$ cat src/rtl/batt_check_pkg.sv
package batt_check_pkg;

  typedef enum logic [1:0] {
    ST_IDLE   = 2'd0,
    ST_SETTLE = 2'd1,
    ST_SAMPLE = 2'd2
  } seqState_t;

  // Strobes from control to datapath
  typedef struct packed {
    logic startStb;   // check accepted this cycle
    logic startLoad;  // accepted check wants the battery loaded
    logic settleOn;   // in settle interval
    logic sampleStb;  // sample cycle
  } seqStrobes_t;

endpackage

$ cat src/rtl/batt_check_ctrl.sv
module batt_check_ctrl
  import batt_check_pkg::*;
#(
  parameter int SETTLE_CYC = 8
) (
  input  logic        clk,
  input  logic        rstN,
  input  logic        pwrUpEvt,
  input  logic        midnightStb,
  input  logic        inBackup,
  input  logic        loadOnPwrUp,
  output seqStrobes_t strb
);

  localparam int CNT_W = (SETTLE_CYC > 1) ? $clog2(SETTLE_CYC) : 1;
  localparam logic [CNT_W-1:0] CNT_LAST = CNT_W'(SETTLE_CYC - 1);

  seqState_t        state;
  logic [CNT_W-1:0] settleCnt;
  logic             rollQual;
  logic             anyTrig;

  assign rollQual = midnightStb & ~inBackup;
  assign anyTrig  = pwrUpEvt | rollQual;

  always_comb begin
    strb = '0;
    unique case (state)
      ST_IDLE: begin
        strb.startStb  = anyTrig;
        strb.startLoad = rollQual | (pwrUpEvt & loadOnPwrUp);
      end
      ST_SETTLE: strb.settleOn  = 1'b1;
      ST_SAMPLE: strb.sampleStb = 1'b1;
      default: ;
    endcase
  end

  always_ff @(posedge clk or negedge rstN) begin
    if (!rstN) begin
      state     <= ST_IDLE;
      settleCnt <= '0;
    end else begin
      unique case (state)
        ST_IDLE: begin
          settleCnt <= '0;
          if (anyTrig) state <= ST_SETTLE;
        end
        ST_SETTLE: begin
          if (settleCnt == CNT_LAST) begin
            state     <= ST_SAMPLE;
            settleCnt <= '0;
          end else begin
            settleCnt <= settleCnt + 1'b1;
          end
        end
        ST_SAMPLE: state <= ST_IDLE;
        default:   state <= ST_IDLE;
      endcase
    end
  end

endmodule

$ cat src/rtl/batt_check_dp.sv
module batt_check_dp
  import batt_check_pkg::*;
(
  input  logic        clk,
  input  logic        rstN,
  input  seqStrobes_t strb,
  input  logic        cmpBelow,
  output logic        loadEn,
  output logic        cmpEn,
  output logic        battLow
);

  logic loadSel;

  always_ff @(posedge clk or negedge rstN) begin
    if (!rstN) begin
      loadSel <= 1'b0;
      battLow <= 1'b0;
    end else begin
      if (strb.startStb)  loadSel <= strb.startLoad;
      if (strb.sampleStb) battLow <= cmpBelow;
    end
  end

  assign loadEn = strb.settleOn & loadSel;
  assign cmpEn  = strb.settleOn | strb.sampleStb;

endmodule

$ cat src/rtl/batt_check_seq.sv
module batt_check_seq
  import batt_check_pkg::*;
#(
  parameter int SETTLE_CYC = 8
) (
  input  logic clk,
  input  logic rstN,
  input  logic pwrUpEvt,
  input  logic midnightStb,
  input  logic inBackup,
  input  logic loadOnPwrUp,
  input  logic cmpBelow,
  output logic loadEn,
  output logic cmpEn,
  output logic battLow
);

  seqStrobes_t strb;

  batt_check_ctrl #(.SETTLE_CYC(SETTLE_CYC)) u_ctrl (
    .clk(clk), .rstN(rstN), .pwrUpEvt(pwrUpEvt), .midnightStb(midnightStb),
    .inBackup(inBackup), .loadOnPwrUp(loadOnPwrUp), .strb(strb)
  );

  batt_check_dp u_dp (
    .clk(clk), .rstN(rstN), .strb(strb), .cmpBelow(cmpBelow),
    .loadEn(loadEn), .cmpEn(cmpEn), .battLow(battLow)
  );

endmodule

$ cat config.mk
export PLATFORM = sky130hd
export DESIGN_NAME = batt_check_seq
export DESIGN_NICKNAME = d
export VERILOG_FILES = /design/src/rtl/batt_check_pkg.sv /design/src/rtl/batt_check_ctrl.sv /design/src/rtl/batt_check_dp.sv /design/src/rtl/batt_check_seq.sv
export SDC_FILE = /design/constraint.sdc
export NUM_CORES = 1
export LEC_CHECK = 0
export ABC_CLOCK_PERIOD_IN_PS = 1950
export BUFFER_PORTS_ARGS = -buffer_cell sky130_fd_sc_hd__buf_2
export CORE_AREA = 2 2 39 41
export DETAILED_ROUTE_END_ITERATION = 8
export DIE_AREA = 0 0 41 43
export PLACE_DENSITY_LB_ADDON = 0.15
export SETUP_SLACK_MARGIN = 0.3
export SYNTH_ARGS = -nofsm -noshare
export SYNTH_HDL_FRONTEND = slang
export SYNTH_HIERARCHICAL = 1
export SYNTH_SLANG_ARGS = --single-unit
$ cat constraint.sdc
create_clock -name clk -period 1.95 [get_ports clk]
set_input_delay 0.0975 -clock clk [delete_from_list [all_inputs] [get_ports clk]]
set_output_delay 0.0975 -clock clk [all_outputs]
set_load 0.005 [all_outputs]
## Word-level counts from Yosys, hierarchy flattened

Cells that the tools add are included.

| cells by class | value |
|---|---|
| add/sub/neg operators | 1 |
| reduce and logical (&&, ||, !) cells | 3 |
| equality and inequality tests | 5 |
| bitwise operators | 7 |
| multiplexer cells | 8 |

Operators by type and width:

| operator | number |
|---|---|
| $mux W2 | 3 |
| $pmux W3 S2 | 1 |
| $ne A2 B1 Y1 const B | 2 |
| $pmux W2 S2 | 1 |
| $add A3 B1 Y3 const B | 1 |
| $and A1 B1 Y1 | 3 |
| $eq A3 B3 Y1 const B | 1 |
| $mux W3 | 1 |
| $or A1 B1 Y1 | 3 |
| $eq A2 B1 Y1 const B | 1 |
| $eq A2 B2 Y1 const B | 1 |
| $logic_not A2 Y1 | 1 |
| $mux W1 | 2 |
| $reduce_and A2 Y1 | 1 |
| $reduce_bool A2 Y1 | 1 |
| $not A1 Y1 | 1 |

| storage, ports and cells | value |
|---|---|
| register bits after elaboration | 7 |
| output and inout port bits | 3 |
| logic and storage cells | 28 |
| input bits | 7 |

## Logic depth before layout (Yosys ltp)

Gate-level depths: netlist of run 1.

| logic depth | value |
|---|---|
| depth in word-level cells | 5 |
| gate-level depth with buffers | 4 |

## Modules after synthesis

Netlist of run 1, hierarchy kept.

By module, submodules not included:

| module | area each (µm²) | cells each | times used | sequential area each (µm²) |
|---|---|---|---|---|
| batt_check_ctrl | 264.0 | 23 | 1 | 125.1 |
| batt_check_dp | 92.6 | 6 | 1 | 50.0 |

## Worst setup path before layout of run 1

OpenSTA, ideal clock, no wires.

| path | value |
|---|---|
| path type | register to register |
| start | reg u_ctrl.state[1] |
| end | reg u_dp.loadSel |
| library setup time | 125 ps |
| setup slack | 759 ps |
| cell stages (with the launch flop) | 4 |
| arrival time | 1,066 ps |
| period minus slack after synthesis | 1,191 ps |
| cell sequence | dfrtp_1 -> buf_4 -> a211oi_1 -> mux2_4 |

RTL lines:

| element | line | RTL |
|---|---|---|
| start, declared | batt_check_ctrl.sv:18 | `seqState_t state;` |
| start signal, assigned | batt_check_ctrl.sv:41 | `state <= ST_IDLE;` |
| start signal, assigned | batt_check_ctrl.sv:47 | `if (anyTrig) state <= ST_SETTLE;` |
| start signal, assigned | batt_check_ctrl.sv:51 | `state <= ST_SAMPLE;` |
| end signal, assigned | batt_check_dp.sv:20 | `if (strb.startStb) loadSel <= strb.startLoad;` |
| end, declared | batt_check_dp.sv:13 | `logic loadSel;` |

==> flow_metrics.tcl, run 1 <==
set metrics [dict create \
    yosys.area.top_type "dfrtp_1" \
    ant_nets 0 \
    antenna_cells 0 \
    crit_chain "and2b_2, or2_2, buf_2" \
    cts_setup_buffers 0 \
    critPathBufInv 1 \
    finClkSkew_ns 0.000213 \
    dp_cells 53 \
    rr_worst_depth 2 \
    cp-startpoint "u_ctrl/state[1]$_DFFE_PN0P_" \
    wire_per_inst_um 10.6 \
    die_width_um 41 \
    synthAdderAreaFrac_pct 7.02 \
    avgSynthCellArea_um2 12.3 \
    grt_setup_unrepaired "no" \
    hp-class "primary input to flip-flop" \
    grt_pass1_vias 266 \
    status "finished, final reports clean" \
    hold_ws_ns 0.0884 \
    drv_slew 0 \
    dr.pass1.iters 4 \
    fmax_mhz 681 \
    netlist_instances 29 \
    path_delay_family "simple AND/OR/NAND/NOR gates" \
    dpl_cell_area_um2 414 \
    fin_nets 52 \
    drt_wl_total_um 615 \
    antenna_found_initial 0 \
    vias_per_cell 4.29 \
    htreeDepth 1 \
    root_buffer "clkbuf_4" \
    path_clk_slew_ns 0.05 \
    die_area_um2 1760 \
    worst_pin_slew_ns 0.288 \
    first_iter_violations 5 \
    slew_headroom_pct 80.8 \
    vdd_drop_max_mv 0.380 \
    row_count 14 \
    gr-total-overflow 0 \
    critPathMaxStageDelay_ns 0.47 \
    cp-start-kind "flip-flop" \
    yosysSeqAreaShare_pct 49.1 \
    path_class "flip-flop to output pin" \
    p_leak_nw 0.235 \
    synth.net_count 38 \
    path_depth 3 \
    cp_data_arrival_time_ns 1.37 \
    grt_pass1_wl_mm 1.01 \
    portBuffers 9 \
    yosysWarningCount 6 \
    fillers 145 \
    hold_viol 0 \
    io_pins 10 \
    synth_compound_area_share_pct 14.7 \
    fin_area_um2 450 \
    rr_endpoint "u_dp/loadSel$_DFFE_PN0P_" \
    regToRegStartpoint "u_ctrl/state[1]$_DFFE_PN0P_" \
    clkLatencyLatePin_ns 0.25 \
    fin_crit_ns 1.47 \
    fin_cells 58 \
    num_vias 249 \
    cp_max_fo 8 \
    ys_types 16 \
    cts.repair.resized 0 \
    yosys.area_share.simple_pct 16.5 \
    drc 0 \
    cp_slowest_cell "dfrtp_1" \
    area_delta_synth_final_pct 26.3 \
    grt_usage_pct 9.08 \
    initial_core_util_pct 25.8 \
    cts_tree "done" \
    syn_area_um2 357 \
    clock_path_buffers 2 \
    final_layout_size_suffix_gt1_share_pct 42.9 \
    synth_seq_cells 7 \
    synth-xor-area-share_pct 0 \
    power_density_nw_per_um2 1330 \
    synth_top_family_by_area "simple AND/OR/NAND/NOR gates" \
    synth_mux_area_share_pct 8.42 \
    gp_congestion 0.742 \
    cts_sinks 7 \
    die-height_um 43 \
    yosys-top-cells-area "dfrtp_1, mux2_4, ha_1, a22o_1, a211oi_1" \
    crit_required_ns 1.85 \
    cap_violations 0 \
    core_um2 1380 \
    finalSetupViolCount 0 \
    setup-tns-final_ns 0 \
    crit_end "cmpEn" \
    fin_crit_sh_pct 75.3 \
    cts-buffers-inserted 3 \
    grt_max_degree 9 \
    synth_top_area_share_pct 49.1 \
    worstSetupEndpointType "output pin" \
    r2r_slack_ns 0.73 \
]
## state kept, by name, indices dropped and copies added (netlist names)
name	count
u_dp/loadSel	1
u_ctrl/state	2
u_ctrl/settleCnt	3
u_dp/battLow	1
## timing repair
action	4_1_cts	5_1_grt
endpoints found under the setup margin	0	0
endpoints found under the hold margin	7	0
hold buffers	1	0
## Yosys cell counts (all sizes together)
| cell type | count |
|---|---|
| buf | 1 |
| or2 | 1 |
| ha | 2 |
| dfrtp | 7 |
| nand2b | 1 |
| nor2 | 2 |
| a22o | 2 |
| nand2 | 1 |
| and2b | 1 |
| mux2 | 2 |
| and2 | 2 |
| a221oi | 1 |
| inv | 2 |
| nor2b | 1 |
| a32o | 1 |
| a211oi | 2 |
## cells in the final DEF (no fill, tap or decap), types with 2 or more instances in the layout
cell / netlist / final
buf_2: 0 / 9
dfrtp_1: 7 / 7
clkbuf_4: 0 / 3
a211oi_1: 2 / 2
inv_1: 2 / 2
nor2_1: 2 / 2
a22o_1: 2 / 2
and2_1: 2 / 2
ha_1: 2 / 2
mux2_4: 2 / 2
## area by class of cell
| class | instances | area (um2) | share of cell area [%] |
|---|---|---|---|
| sequential | 7 | 175 | 38.9 |
| multi-input combinational | 19 | 166 | 36.9 |
| tap | 16 | 20.0 | 4.44 |
| inverter | 2 | 7.51 | 1.67 |
| clock buffer | 4 | 26.3 | 5.83 |
| timing repair buffer | 10 | 55.1 | 12.2 |
## through the flow
| stage | setup slack [ns] | util (%) | power, mW |
|---|---|---|---|
| after floorplan | 0.759 | - | 0.409 |
| after global routing | 0.407 | 32.5 | 0.646 |
| final | 0.481 | 32.5 | 0.597 |
| after detailed placement | 0.738 | 29.9 | 0.465 |
| after global placement | 0.750 | 29.9 | 0.460 |
| after CTS | 0.474 | 32.5 | 0.606 |
## worst min-delay path by stage
stage	cells after the start	slack (ns)	end	from
floorplan	0	-0.20	u_ctrl/settleCnt[0]$_DFFE_PN0P_	rstN
global placement	1	-0.06	u_dp/battLow$_DFFE_PN0P_	rstN
detailed placement	1	-0.06	u_dp/battLow$_DFFE_PN0P_	rstN
CTS	2	0.08	u_dp/battLow$_DFFE_PN0P_	cmpBelow
global route	2	0.07	u_dp/battLow$_DFFE_PN0P_	cmpBelow
finish	2	0.09	u_dp/battLow$_DFFE_PN0P_	cmpBelow
## kinds of logic after synthesis
group | Yosys count
compound gates | 6
buf+inv | 3
mux | 2
flops | 7
simple gates | 9
fa+ha+maj | 2
## report_power, final
part | internal [mW] | switching (mW)
logic | 0.136 | 0.0767
clock network | 0.0782 | 0.0547
registers | 0.204 | 0.0476
total | 0.418 | 0.179
## routing by layer
layer	GRT usage [%]	routed length [um]	up-vias
met5	0	0	-
met4	10.0	10	0
met3	3.14	49	2
met2	11.3	241	9
met1	10.8	313	105
li1	-	-	133
No activity file was read; power rests on OpenSTA's default activity.
==> run 2, diff against run 1 <==
--- a/config.mk
+++ b/config.mk
@@ -5,7 +5,8 @@
 export SDC_FILE = /design/constraint.sdc
 export NUM_CORES = 1
 export LEC_CHECK = 0
-export ABC_CLOCK_PERIOD_IN_PS = 1950
+export ABC_AREA = 1
+export ABC_CLOCK_PERIOD_IN_PS = 1450
 export BUFFER_PORTS_ARGS = -buffer_cell sky130_fd_sc_hd__buf_2
 export CORE_AREA = 2 2 39 41
 export DETAILED_ROUTE_END_ITERATION = 8
==> constraint.sdc (replaced) <==
create_clock -name clk -period 1.45 [get_ports clk]
set_input_delay 0.0725 -clock clk [delete_from_list [all_inputs] [get_ports clk]]
set_output_delay 0.0725 -clock clk [all_outputs]
set_load 0.005 [all_outputs]
==> flow_metrics.tcl, run 2 <==
set metrics [dict create \
    post-synth-top-count-cell "nand2_1" \
    grt_setup_unrepaired "yes" \
    die-height_um 43 \
    netlist_instances 47 \
    synth-main-ff-cell "dfrtp_1" \
    clock_path_buffers 2 \
    drv_slew 0 \
    largest_reg_flops 3 \
    path_class "flip-flop to output pin" \
    yosys-top-cells-area "dfrtp_1, nand2_1, inv_1, ha_1, nor2_1" \
    final_layout_size_suffix_gt1_share_pct 40.0 \
    whs_endpoint "u_dp/battLow$_DFFE_PN0P_" \
    die_area_um2 1760 \
    grt_pass1_vias 276 \
    cp-start-kind "flip-flop" \
    num_vias 310 \
    reg.largest.list "u_ctrl/settleCnt x3, u_ctrl/state x2" \
    status "finished, final reports clean" \
    cts-buffers-inserted 3 \
    drc 0 \
    drt_wl_total_um 657 \
    crit_required_ns 1.38 \
    worst_pin_slew_ns 0.165 \
    critPathMaxStageDelay_ns 0.41 \
    cts_tree "done" \
    crit_chain "inv_2, nor2_2, or2_1, buf_2" \
    regToRegStartpoint "u_ctrl/settleCnt[0]$_DFFE_PN0P_" \
    yosysSeqAreaShare_pct 47.8 \
    io_pins 10 \
    dr.pass1.iters 4 \
    final_cell_mix "nand2_1, buf_2, inv_1, dfrtp_1, buf_4" \
    fmax_mhz 845 \
    wire_per_inst_um 8.11 \
    clkLatencyLatePin_ns 0.24 \
    ant_nets 0 \
    rr_endpoint "u_ctrl/settleCnt[1]$_DFFE_PN0P_" \
    dp_hpwl_um 497 \
    synth_seq_cells 7 \
    initial_core_util_pct 26.5 \
    fin_nets 75 \
    hp-start "cmpBelow" \
    row_count 14 \
    cp_slowest_cell "dfrtp_2" \
    cts_sinks 7 \
    area_delta_synth_final_pct 39.6 \
    avgSynthCellArea_um2 7.80 \
    portBuffers 9 \
    cp_max_fo 3 \
    synth_common_cells "nand2_1, dfrtp_1, inv_1, nor2_1, ha_1" \
    grt_pass1_wl_mm 1.08 \
    slew_headroom_pct 89.0 \
    first_iter_violations 6 \
    finClkSkew_ns 0.000219 \
    synth.net_count 56 \
    gp_congestion 0.657 \
    r2r_slack_ns 0.36 \
    fin_total_pwr_mw 0.893 \
    rr_worst_depth 5 \
    worstSetupEndpointType "output pin" \
    top_register "u_ctrl/settleCnt" \
    fillers 150 \
    cap_violations 0 \
    synthArstFlopShare_pct 100 \
    ys_types 12 \
    fin_crit_ns 1.18 \
    syn_area_um2 367 \
    fin_crit_sh_pct 81.6 \
    hold_viol 0 \
    synth_top_area_share_pct 47.8 \
    finalSetupViolCount 0 \
    yosysWarningCount 6 \
    core_um2 1380 \
    yosys.area.top_type "dfrtp_1" \
    synth-edff-count 0 \
    grt_max_degree 8 \
    p_leak_nw 0.291 \
    gr-total-overflow 0 \
    power_density_nw_per_um2 1750 \
    die_width_um 41 \
    cp_data_arrival_time_ns 1.11 \
    setup-tns-final_ns 0 \
    htreeDepth 1 \
    grt_usage_pct 9.64 \
    path_clk_slew_ns 0.05 \
    root_buffer "clkbuf_4" \
    mostFrequentLayoutCell "nand2_1" \
    hold_path_depth 3 \
    vdd_drop_max_mv 0.601 \
    antenna_found_initial 0 \
    antenna_cells 0 \
    vias_per_cell 3.83 \
    hp-class "primary input to flip-flop" \
]
-- run 2: how the worst max path moves through the flow --
stage,startpoint,end,cells after the start
4_1_cts,u_ctrl/state[1]$_DFFE_PN0P_,cmpEn,4
3_5_place_dp,u_ctrl/settleCnt[0]$_DFFE_PN0P_,u_ctrl/settleCnt[1]$_DFFE_PN0P_,5
6_report,u_ctrl/state[1]$_DFFE_PN0P_,cmpEn,4
2_1_floorplan,u_ctrl/settleCnt[0]$_DFFE_PN0P_,u_ctrl/settleCnt[1]$_DFFE_PN0P_,5
3_3_place_gp,u_ctrl/settleCnt[0]$_DFFE_PN0P_,u_ctrl/settleCnt[1]$_DFFE_PN0P_,5
5_1_grt,u_ctrl/state[1]$_DFFE_PN0P_,cmpEn,4
-- run 2: area by class of cell --
cell class	instances	area [um2]	area share, %
Inverter	9	36.3	7.09
Sequential cell	7	176	34.5
Tap cell	16	20.0	3.91
Multi-Input combinational cell	31	168	32.8
Clock buffer	4	26.3	5.13
Timing Repair Buffer	14	85.1	16.6
-- run 2: cells by family after synthesis --
| group | share of synthesized area [%] |
|---|---|
| fa+ha+maj | 6.82 |
| simple gates | 31.1 |
| buf+inv | 9.90 |
| flops | 47.8 |
| compound gates | 4.44 |
-- run 2: metal layers --
metal | share of wire, % | GRT usage, % | up-vias
li1 | - | - | 174
met1 | 52 | 13.0 | 129
met2 | 42 | 11.9 | 7
met3 | 5.9 | 3.14 | 0
met4 | 0 | 8.00 | 0
met5 | 0 | 0 | -
-- run 2: where the power goes --
group / internal, mW / leakage, nW / switching, mW / total [mW]
sequential: 0.279 / 0.0854 / 0.0554 / 0.334
clock: 0.105 / 0.0150 / 0.0685 / 0.173
combinational: 0.195 / 0.191 / 0.191 / 0.386
total: 0.578 / 0.291 / 0.315 / 0.893
-- run 2: worst max-delay path: cells and delay by family (launching register included) --
family                 cells  cell delay, ns
DFF                        1            0.41
and+or+nand+nor            2            0.26
buffers and inverters      2            0.20
-- run 2: repair_timing --
action,in CTS,in global routing
gates resized for setup,1,5
pin swaps,1,2
setup endpoints to repair,2,4
setup buffers,4,0
hold buffers,1,0
hold endpoints to repair,7,0
-- run 2: metrics by stage --
step / setup WS, ns / hold slack, ns / utilization (%) / area, um2 / cells
2_1_floorplan: 0.397 / -0.223 / - / 367 / 47
3_3_place_gp: 0.366 / -0.0846 / 31.2 / 432 / 72
3_5_place_dp: 0.347 / -0.0857 / 31.2 / 432 / 72
4_1_cts: 0.260 / 0.0300 / 36.1 / 499 / 81
5_1_grt: 0.200 / 0.0444 / 37.0 / 512 / 81
6_report: 0.266 / 0.0335 / 37.0 / 512 / 81
